[config.mk]
export PLATFORM = sky130hd
export DESIGN_NAME = bpl_slave
export DESIGN_NICKNAME = d
export VERILOG_FILES = /design/src/rtl/bpl_pkg.sv /design/src/rtl/bpl_sync.sv /design/src/rtl/bpl_decode.sv /design/src/rtl/bpl_regfile.sv /design/src/rtl/bpl_fsm.sv /design/src/rtl/bpl_slave.sv
export SDC_FILE = /design/constraint.sdc
export NUM_CORES = 1
export LEC_CHECK = 0
export BUFFER_PORTS_ARGS = -buffer_cell sky130_fd_sc_hd__buf_2
export CAP_MARGIN = 40
export CORE_MARGIN = 5
export CORE_UTILIZATION = 60
export DETAILED_ROUTE_END_ITERATION = 7
export PLACE_DENSITY_LB_ADDON = 0.05
export REMOVE_ABC_BUFFERS = 1
export SETUP_SLACK_MARGIN = 0.2
export SYNTH_ARGS = -nofsm -noshare
export SYNTH_HDL_FRONTEND = slang
export SYNTH_SLANG_ARGS = --single-unit
[constraint.sdc]
create_clock -name clk -period 2.75 [get_ports clk]
set_clock_uncertainty 0.1 [all_clocks]
set_input_delay 0.275 -clock clk [delete_from_list [all_inputs] [get_ports clk]]
set_output_delay 0.275 -clock clk [all_outputs]
set_load 0.02 [all_outputs]
[src/rtl/bpl_pkg.sv]
package bpl_pkg;

   // handshake sequencer states
   typedef enum logic [1:0] {
      ST_IDLE = 2'd0,
      ST_DONE = 2'd1,
      ST_FAIL = 2'd2,
      ST_SKIP = 2'd3
   } bpl_state_e;

   // outcome of address and code decode
   typedef struct packed {
      logic in_win;
      logic code_ok;
      logic reg_ok;
   } bpl_dec_t;

endpackage

[src/rtl/bpl_sync.sv]
module bpl_sync #(
   parameter int          STAGES  = 2,
   parameter int          W       = 1,
   parameter logic [W-1:0] RST_VAL = '1
) (
   input  logic         clk,
   input  logic         rst_n,
   input  logic [W-1:0] d,
   output logic [W-1:0] q
);

   logic [W-1:0] pipe [STAGES];

   always_ff @(posedge clk or negedge rst_n) begin
      if (!rst_n) begin
         for (int s = 0; s < STAGES; s++) pipe[s] <= RST_VAL;
      end else begin
         pipe[0] <= d;
         for (int s = 1; s < STAGES; s++) pipe[s] <= pipe[s-1];
      end
   end

   assign q = pipe[STAGES-1];

endmodule

[src/rtl/bpl_decode.sv]
module bpl_decode
   import bpl_pkg::*;
#(
   parameter int              ADDR_W     = 24,
   parameter int              CODE_W     = 6,
   parameter int              SHORT_W    = 16,
   parameter int              WIN_LSB    = 4,
   parameter int              NREGS      = 8,
   parameter logic [ADDR_W-1:0] BASE     = 24'h123450,
   parameter logic [CODE_W-1:0] CODE_SHORT = 6'h2A,
   parameter logic [CODE_W-1:0] CODE_LONG  = 6'h3A
) (
   input  logic [ADDR_W-1:0]  addr,
   input  logic [CODE_W-1:0]  code,
   output bpl_dec_t           dec,
   output logic [WIN_LSB-1:0] idx
);

   logic is_short, is_long, short_hit, long_hit, reg_ok;

   assign is_short  = (code == CODE_SHORT);
   assign is_long   = (code == CODE_LONG);
   assign short_hit = (addr[SHORT_W-1:WIN_LSB] == BASE[SHORT_W-1:WIN_LSB]);
   assign long_hit  = (addr[ADDR_W-1:WIN_LSB]  == BASE[ADDR_W-1:WIN_LSB]);
   assign idx       = addr[WIN_LSB-1:0];

   generate
      if (NREGS == (2 ** WIN_LSB)) begin : g_full_window
         assign reg_ok = 1'b1;
      end else begin : g_part_window
         localparam logic [WIN_LSB:0] NREGS_V = NREGS[WIN_LSB:0];
         assign reg_ok = ({1'b0, idx} < NREGS_V);
      end
   endgenerate

   always_comb begin
      dec.in_win  = is_short ? short_hit : long_hit;
      dec.code_ok = is_short | is_long;
      dec.reg_ok  = reg_ok;
   end

endmodule

[src/rtl/bpl_regfile.sv]
module bpl_regfile #(
   parameter int DATA_W = 16,
   parameter int NREGS  = 8,
   parameter int IDX_W  = 4
) (
   input  logic              clk,
   input  logic              rst_n,
   input  logic              wr_en,
   input  logic [IDX_W-1:0]  idx,
   input  logic [DATA_W-1:0] wdata,
   output logic [DATA_W-1:0] rdata
);

   localparam int SEL_W = $clog2(NREGS);
   localparam logic [IDX_W:0] LIMIT = NREGS[IDX_W:0];

   logic [DATA_W-1:0] mem [NREGS];
   logic              idx_ok;

   assign idx_ok = ({1'b0, idx} < LIMIT);

   always_ff @(posedge clk or negedge rst_n) begin
      if (!rst_n) begin
         for (int r = 0; r < NREGS; r++) mem[r] <= '0;
      end else if (wr_en && idx_ok) begin
         mem[idx[SEL_W-1:0]] <= wdata;
      end
   end

   assign rdata = idx_ok ? mem[idx[SEL_W-1:0]] : '0;

endmodule

[src/rtl/bpl_fsm.sv]
module bpl_fsm
   import bpl_pkg::*;
#(
   parameter int DATA_W = 16
) (
   input  logic              clk,
   input  logic              rst_n,
   input  logic              astb,
   input  logic              dstb,
   input  logic              is_wr,
   input  bpl_dec_t          dec,
   input  logic [DATA_W-1:0] rd_value,
   output logic              wr_en,
   output logic              ok,
   output logic              fail,
   output logic              oe,
   output logic [DATA_W-1:0] rdata
);

   bpl_state_e        st;
   logic              was_rd;
   logic [DATA_W-1:0] rd_q;
   logic              start, good;

   assign start = (st == ST_IDLE) && astb && dstb;
   assign good  = dec.in_win && dec.code_ok && dec.reg_ok;

   always_ff @(posedge clk or negedge rst_n) begin
      if (!rst_n) begin
         st     <= ST_IDLE;
         was_rd <= 1'b0;
         rd_q   <= '0;
      end else begin
         case (st)
            ST_IDLE: begin
               if (astb && dstb) begin
                  if (!dec.in_win) begin
                     st <= ST_SKIP;
                  end else if (!dec.code_ok || !dec.reg_ok) begin
                     st <= ST_FAIL;
                  end else begin
                     st     <= ST_DONE;
                     was_rd <= !is_wr;
                     if (!is_wr) rd_q <= rd_value;
                  end
               end
            end
            default: begin
               if (!dstb) st <= ST_IDLE;
            end
         endcase
      end
   end

   assign wr_en = start && good && is_wr;
   assign ok    = (st == ST_DONE);
   assign fail  = (st == ST_FAIL);
   assign oe    = (st == ST_DONE) && was_rd;
   assign rdata = oe ? rd_q : '0;

endmodule

[src/rtl/bpl_slave.sv]
module bpl_slave
   import bpl_pkg::*;
#(
   parameter int                ADDR_W     = 24,
   parameter int                DATA_W     = 16,
   parameter int                CODE_W     = 6,
   parameter int                SHORT_W    = 16,
   parameter int                WIN_LSB    = 4,
   parameter int                NREGS      = 8,
   parameter int                STAGES     = 2,
   parameter logic [ADDR_W-1:0] BASE       = 24'h123450,
   parameter logic [CODE_W-1:0] CODE_SHORT = 6'h2A,
   parameter logic [CODE_W-1:0] CODE_LONG  = 6'h3A
) (
   input  logic              clk,
   input  logic              rst_n,
   input  logic [ADDR_W-1:0] bus_addr,
   input  logic [CODE_W-1:0] bus_code,
   input  logic              addr_stb_n,
   input  logic              data_stb_n,
   input  logic              bus_write_n,
   input  logic [DATA_W-1:0] bus_wdata,
   output logic [DATA_W-1:0] bus_rdata,
   output logic              rdata_oe,
   output logic              xfer_ok_n,
   output logic              xfer_fail_n
);

   generate
      if (STAGES < 2) begin : g_bad_stages
         $error("STAGES must be at least 2");
      end
      if (NREGS < 2 || NREGS > (2 ** WIN_LSB)) begin : g_bad_nregs
         $error("NREGS must lie in 2 .. 2**WIN_LSB");
      end
      if (SHORT_W <= WIN_LSB || SHORT_W > ADDR_W) begin : g_bad_short
         $error("SHORT_W must exceed WIN_LSB and not exceed ADDR_W");
      end
      if (CODE_SHORT == CODE_LONG) begin : g_bad_codes
         $error("address-space codes must differ");
      end
   endgenerate

   logic [1:0]         stb_q;
   logic               astb_s, dstb_s;
   bpl_dec_t           dec;
   logic [WIN_LSB-1:0] idx;
   logic [DATA_W-1:0]  reg_rd;
   logic               wr_en, ok, fail;

   bpl_sync #(.STAGES(STAGES), .W(2), .RST_VAL(2'b11)) u_sync (
      .clk   (clk),
      .rst_n (rst_n),
      .d     ({addr_stb_n, data_stb_n}),
      .q     (stb_q)
   );

   assign astb_s = !stb_q[1];
   assign dstb_s = !stb_q[0];

   bpl_decode #(
      .ADDR_W(ADDR_W), .CODE_W(CODE_W), .SHORT_W(SHORT_W), .WIN_LSB(WIN_LSB),
      .NREGS(NREGS), .BASE(BASE), .CODE_SHORT(CODE_SHORT), .CODE_LONG(CODE_LONG)
   ) u_dec (
      .addr (bus_addr),
      .code (bus_code),
      .dec  (dec),
      .idx  (idx)
   );

   bpl_regfile #(.DATA_W(DATA_W), .NREGS(NREGS), .IDX_W(WIN_LSB)) u_regs (
      .clk   (clk),
      .rst_n (rst_n),
      .wr_en (wr_en),
      .idx   (idx),
      .wdata (bus_wdata),
      .rdata (reg_rd)
   );

   bpl_fsm #(.DATA_W(DATA_W)) u_fsm (
      .clk      (clk),
      .rst_n    (rst_n),
      .astb     (astb_s),
      .dstb     (dstb_s),
      .is_wr    (!bus_write_n),
      .dec      (dec),
      .rd_value (reg_rd),
      .wr_en    (wr_en),
      .ok       (ok),
      .fail     (fail),
      .oe       (rdata_oe),
      .rdata    (bus_rdata)
   );

   assign xfer_ok_n   = !ok;
   assign xfer_fail_n = !fail;

endmodule

Word level (Yosys, flattened, before mapping):

Cells that the tools add are included.

* register bits after elaboration: 151
* bits in latches: 0
* bits in writable memories: 0
* memory bits (read-only): 0
* input port bits: 51
* output and inout port bits: 19
* memories: 0

* add/subtract/negate cells: 0
* multiply operators: 0
* div/mod/pow operators: 0
* order comparisons: 3
* eq/ne operators: 7
* shifts and indexed selects: 0
* mux-type cells: 14
* bitwise gates (word level): 3
* reductions and logical operators: 23

Operator list (number)
* bitwise mux 128 bit: 1
* two-way mux 16 bit: 5
* binary-select mux 16 bit (select 3 bit): 1
* demux 16 bit (select 3 bit): 1
* == test 20 x 17 -> 1 bit (second input constant): 1
* == test 12 x 10 -> 1 bit (second input constant): 1
* == test 6 bit (second input constant): 2
* logical AND 1 bit: 10
* two-way mux 2 bit: 5
* zero test 1 bit: 7
* AND reduction 5 bit: 1
* >= comparator 4 bit (second input constant): 1
* less-than comparator 4 x 1 -> 1 bit (second input constant): 1
* less-than comparator 4 bit (second input constant): 1
* NOT 3 -> 4 bit: 1
* AND reduction 4 bit: 1
* == test 2 x 1 -> 1 bit (second input constant): 1
* == test 2 bit (second input constant): 1
* zero test 2 bit: 1
* != test 2 bit (second input constant): 1
* AND reduction 2 bit: 1
* nonzero test 2 bit: 1
* logical OR 1 bit: 1
* two-way mux 1 bit: 1
* other kinds (2): 2

Logic depth before layout (Yosys ltp):

* depth after elaboration: 8
* mapped depth: 7
* gate-level depth less buffers: 4

Modules after synthesis:

A second synthesis with hierarchy kept.

* cells, all modules: 534
* area total of the unflattened synthesis: 7342.0 um2

By module, submodules not included
* bpl_regfile: times used 1, cells an instance 437, area each 6168.4 um2, seq. area each 3203.1 um2
* bpl_fsm: times used 1, cells an instance 69, area each 895.9 um2, seq. area each 475.5 um2
* bpl_decode: times used 1, cells an instance 17, area each 138.9 um2, seq. area each 0.0 um2
* bpl_sync: times used 1, cells an instance 6, area each 120.1 um2, seq. area each 105.1 um2
* bpl_slave: times used 1, cells an instance 5, area each 18.8 um2, seq. area each 0.0 um2

Worst setup path before layout:

No wires, ideal clock.

* kind: reg2reg
* start point: reg u_fsm.st[1]
* end point: reg u_regs.mem[35] in the netlist's numbering
* data arrival time: 2147 ps
* setup slack: 377 ps
* cell stages (with the launch flop): 6
* path buffers: 1
* path through: dfrtp_1 -> nor4_4 -> nand4_1 -> a2111oi_4 -> buf_8 -> mux2_4

* longest elaborated chain between the ends: 6

Ends and longest elaborated chain
* start: declaration: RTL line bpl_fsm.sv:20 `bpl_state_e st;`
* start signal: assignment: RTL line bpl_fsm.sv:30 `st <= ST_IDLE;`
* start signal: assignment: RTL line bpl_fsm.sv:38 `st <= ST_SKIP;`
* start signal: assignment: RTL line bpl_fsm.sv:40 `st <= ST_FAIL;`
* zero test 2 bit: RTL line bpl_fsm.sv:25 `assign start = (st == ST_IDLE) && astb && dstb;`
* logical AND 1 bit (2 in a row): RTL line bpl_fsm.sv:25
* logical AND 1 bit (2 in a row): RTL line bpl_fsm.sv:55 `assign wr_en = start && good && is_wr;`
* logical AND 1 bit: RTL line bpl_regfile.sv:25 `end else if (wr_en && idx_ok) begin`
* end signal: indexed assignment: RTL line bpl_regfile.sv:26 `mem[idx[SEL_W-1:0]] <= wdata;`
* end: declaration: RTL line bpl_regfile.sv:17 `logic [DATA_W-1:0] mem [NREGS];`

Every way passes these cells.
A chain may end at the register's enable or synchronous reset.

Worst setup path after layout:

* start point: reg u_fsm.st[0]
* end point: reg u_regs.mem[32] in the netlist's numbering

The elaborated chain is that of the path after synthesis.

==> impl_metrics.tcl <==
set metrics [dict create \
    grt_pass1_vias 4943 \
    die_area_sq_um 15000 \
    met3_usage 0.0479 \
    cp_max_fo 16 \
    synth_xor_area_frac 0 \
    drcViolationCount 0 \
    power_density_nw_per_um2 556 \
    synth-compound-area-share 0.0748 \
    synth-seq-cells 151 \
    gp_congestion 0.793 \
    yosysSeqAreaShare 0.498 \
    vias_per_cell 5.89 \
    grt_max_degree 78 \
    layout_setup_ws_ns 0.390 \
    use_met2 0.388 \
    power.leakage_nw 4.17 \
    use_met1 0.330 \
    synth.distinct_cells 52 \
    nets 639 \
    synth_edf_count 0 \
    synth_top_area_cell "dfrtp_1" \
    grt-ovfl-total 0 \
    reg2reg_depth 6 \
    worstHoldPathType "in2reg" \
    antenna_found_initial 0 \
    synthTopCellsByArea "dfrtp_1 (48%), mux2_4 (14%), mux2_2 (12%), mux4_2 (5.3%), a2111oi_4 (3.3%)" \
    final_util 0.706 \
    arrival_ns 2.57 \
    coreArea_sq_um 12500 \
    timing.fmax_mhz 424 \
    period_needed_ns 2.36 \
    synth_top_area_share 0.484 \
    synth_top_family_by_area "multiplexers" \
    rsz0062_at_grt "no" \
    postSynthCellCount 500 \
    cts_buffers 17 \
    wl_per_cell_microns 21.5 \
    slew_violations 0 \
    muxShareOfSynthArea 0.321 \
    drt_iter0_drc 354 \
    synth_flop_cell "dfrtp_1" \
    ant_nets 0 \
    final_area_sq_um 8830 \
    areaGrowthSynthToFinish_pct 16.3 \
    setup_viol 0 \
    worst_skew_pair.late_latency_ns 0.43 \
    port_buffers 69 \
    cts-root-buf "clkbuf_16" \
    cts_sinks 151 \
    start_util 0.607 \
    required_ns 2.96 \
    status "completed" \
    yosysWarnings 0 \
    track_usage 0.241 \
    final-hold-violation-count 0 \
    synthSimpleGateAreaFrac 0.0704 \
    placed_cell_area_sq_um 8180 \
    die_y_microns 123 \
    synth_async_sr_flop_share 1.00 \
    path_class "reg2reg" \
    ios 70 \
    pre_cts_ws_ns 0.200 \
    cts_max_level 4 \
    wirelength_microns 16600 \
    period_share 0.858 \
    synth_adder_area_share 0 \
    die_x_microns 123 \
    hpwl_microns 10900 \
    grt_pass1_wl_microns 27000 \
    num_antenna_cells 0 \
    crit_path_end_kind "register" \
    worstReg2RegEnd "u_regs.mem[32]" \
    path_clk_slew_ns 0.07 \
    cts_tree "built" \
    synth_area_sq_um 7590 \
    vias 4554 \
    cp-start-kind "register" \
    whs_path_depth 2 \
    rr_startpoint "u_fsm.st[0]" \
    max_cap_viol_count 0 \
    rows 41 \
    gr-max-usage-layer "met2" \
    firstDrtPassIters 6 \
    min_from "bus_wdata[1]" \
    syn_area_per_cell_sq_um 15.2 \
    tightest_slew_ns 0.720 \
    whs_endpoint "u_regs.mem[113]" \
    ff2ff_setup_slack_ns 0.39 \
    drive_above_1_share 0.526 \
    maxSlewHeadroom 0.520 \
    ir_worst_vdd_uv 648 \
    clock_path_buffers 2 \
]
## per-stage QoR
| stage | hold slack (ns) | total power, mW | setup TNS (ns) | cells |
|---|---|---|---|---|
| finish | 0.0714 | 4.91 | 0 | 773 |
| global route | 0.0828 | 5.08 | 0 | 773 |
| CTS | 0.0641 | 4.96 | 0 | 772 |
| detailed placement | 0.248 | 2.54 | 0 | 737 |
| global placement | 0.246 | 2.53 | 0 | 737 |
| floorplan | -0.121 | 2.35 | -53.57 | 468 |
## critical path, stage by stage (launching register included)
cell and delay [ns]:
dfrtp_1 0.44, nor4_4 0.26, buf_4 0.19, nand4_1 0.25, a2111oi_4 0.35, buf_6 0.28
mux2_2 0.36
## layer usage
metal	wire [microns]	vias up
met5	0	-
met4	303	0
met3	667	18
met2	8230	93
met1	7400	2388
li1	-	2055
## where the power goes
group / internal, mW / switching, mW
combinational: 0.0884 / 0.175
clock: 1.46 / 0.948
sequential: 2.23 / 0.00666
## synth_stat cells (all sizes together), types with 2 or more instances
cell / count
a22oi: 4
and3b: 2
dfstp: 4
nand2b: 3
a22o: 6
clkbuf: 14
mux4: 18
nand3: 4
nor4b: 7
nor4: 2
dfrtp: 147
a2111oi: 10
o21ai: 2
nor2b: 3
o22ai: 5
mux2i: 8
a221oi: 7
nand4: 7
mux2: 150
o2bb2ai: 2
buf: 18
nor4bb: 5
nand3b: 4
nor2: 12
nand2: 15
a31oi: 3
inv: 7
a31o: 2
and2: 18
## cell type report
type | count | area, sq um
Clock buffer | 19 | 443
Clock inverter | 13 | 171
Fill cell | 886 | 3680
Inverter | 7 | 26.3
Multi-Input combinational cell | 310 | 3540
Sequential cell | 151 | 3780
Tap cell | 172 | 215
Timing Repair Buffer | 101 | 653
## flip-flops by register name, indices dropped and copies added (netlist names)
register	cells
u_fsm.rd_q	16
u_regs.mem	128
u_fsm.was_rd	1
u_sync.pipe	2
u_sync.q	2
u_fsm.st	2
## cells in the final DEF (no fill, tap or decap), types with 5 or more instances in the layout
cell / synthesis / final
nor4bb_1: 5 / 5
and2_1: 18 / 18
nor2_1: 12 / 12
mux2_4: 70 / 70
mux2i_1: 8 / 8
clkbuf_16: 0 / 17
a22o_1: 6 / 6
dfrtp_1: 147 / 147
o22ai_1: 5 / 5
mux4_2: 18 / 18
buf_2: 2 / 68
a2111oi_4: 9 / 9
nand2_1: 15 / 15
a221oi_1: 7 / 7
inv_1: 7 / 7
buf_4: 4 / 24
nand4_1: 7 / 7
mux2_2: 80 / 80
nor4b_1: 6 / 6
## timing repair
action | 4_1_cts | 5_1_grt
endpoints found under the setup margin | 6 | 51
buffers inserted | 0 | 1
hold buffers | 3 | 0
pin swaps | 0 | 1
endpoints found under the hold margin | 73 | 0
gates resized for setup | 1 | 0
## logic make-up after synthesis
kind of cell           after synthesis
muxes                              176
DFF                                151
and+or+nand+nor                     84
AOI/OAI and AO/OA                   50
buffers and inverters               39
## worst max-delay path by stage
stage | startpoint | end | depth (start not counted)
CTS | u_fsm.st[1] | u_regs.mem[32] | 5
floorplan | bus_code[3] | u_regs.mem[0] | 4
global route | u_fsm.st[0] | u_regs.mem[47] | 6
finish | u_fsm.st[0] | u_regs.mem[32] | 6
detailed placement | u_fsm.st[1] | u_regs.mem[32] | 5
global placement | bus_code[0] | u_regs.mem[32] | 7
Note: power is estimated with default switching activity, not from simulation.
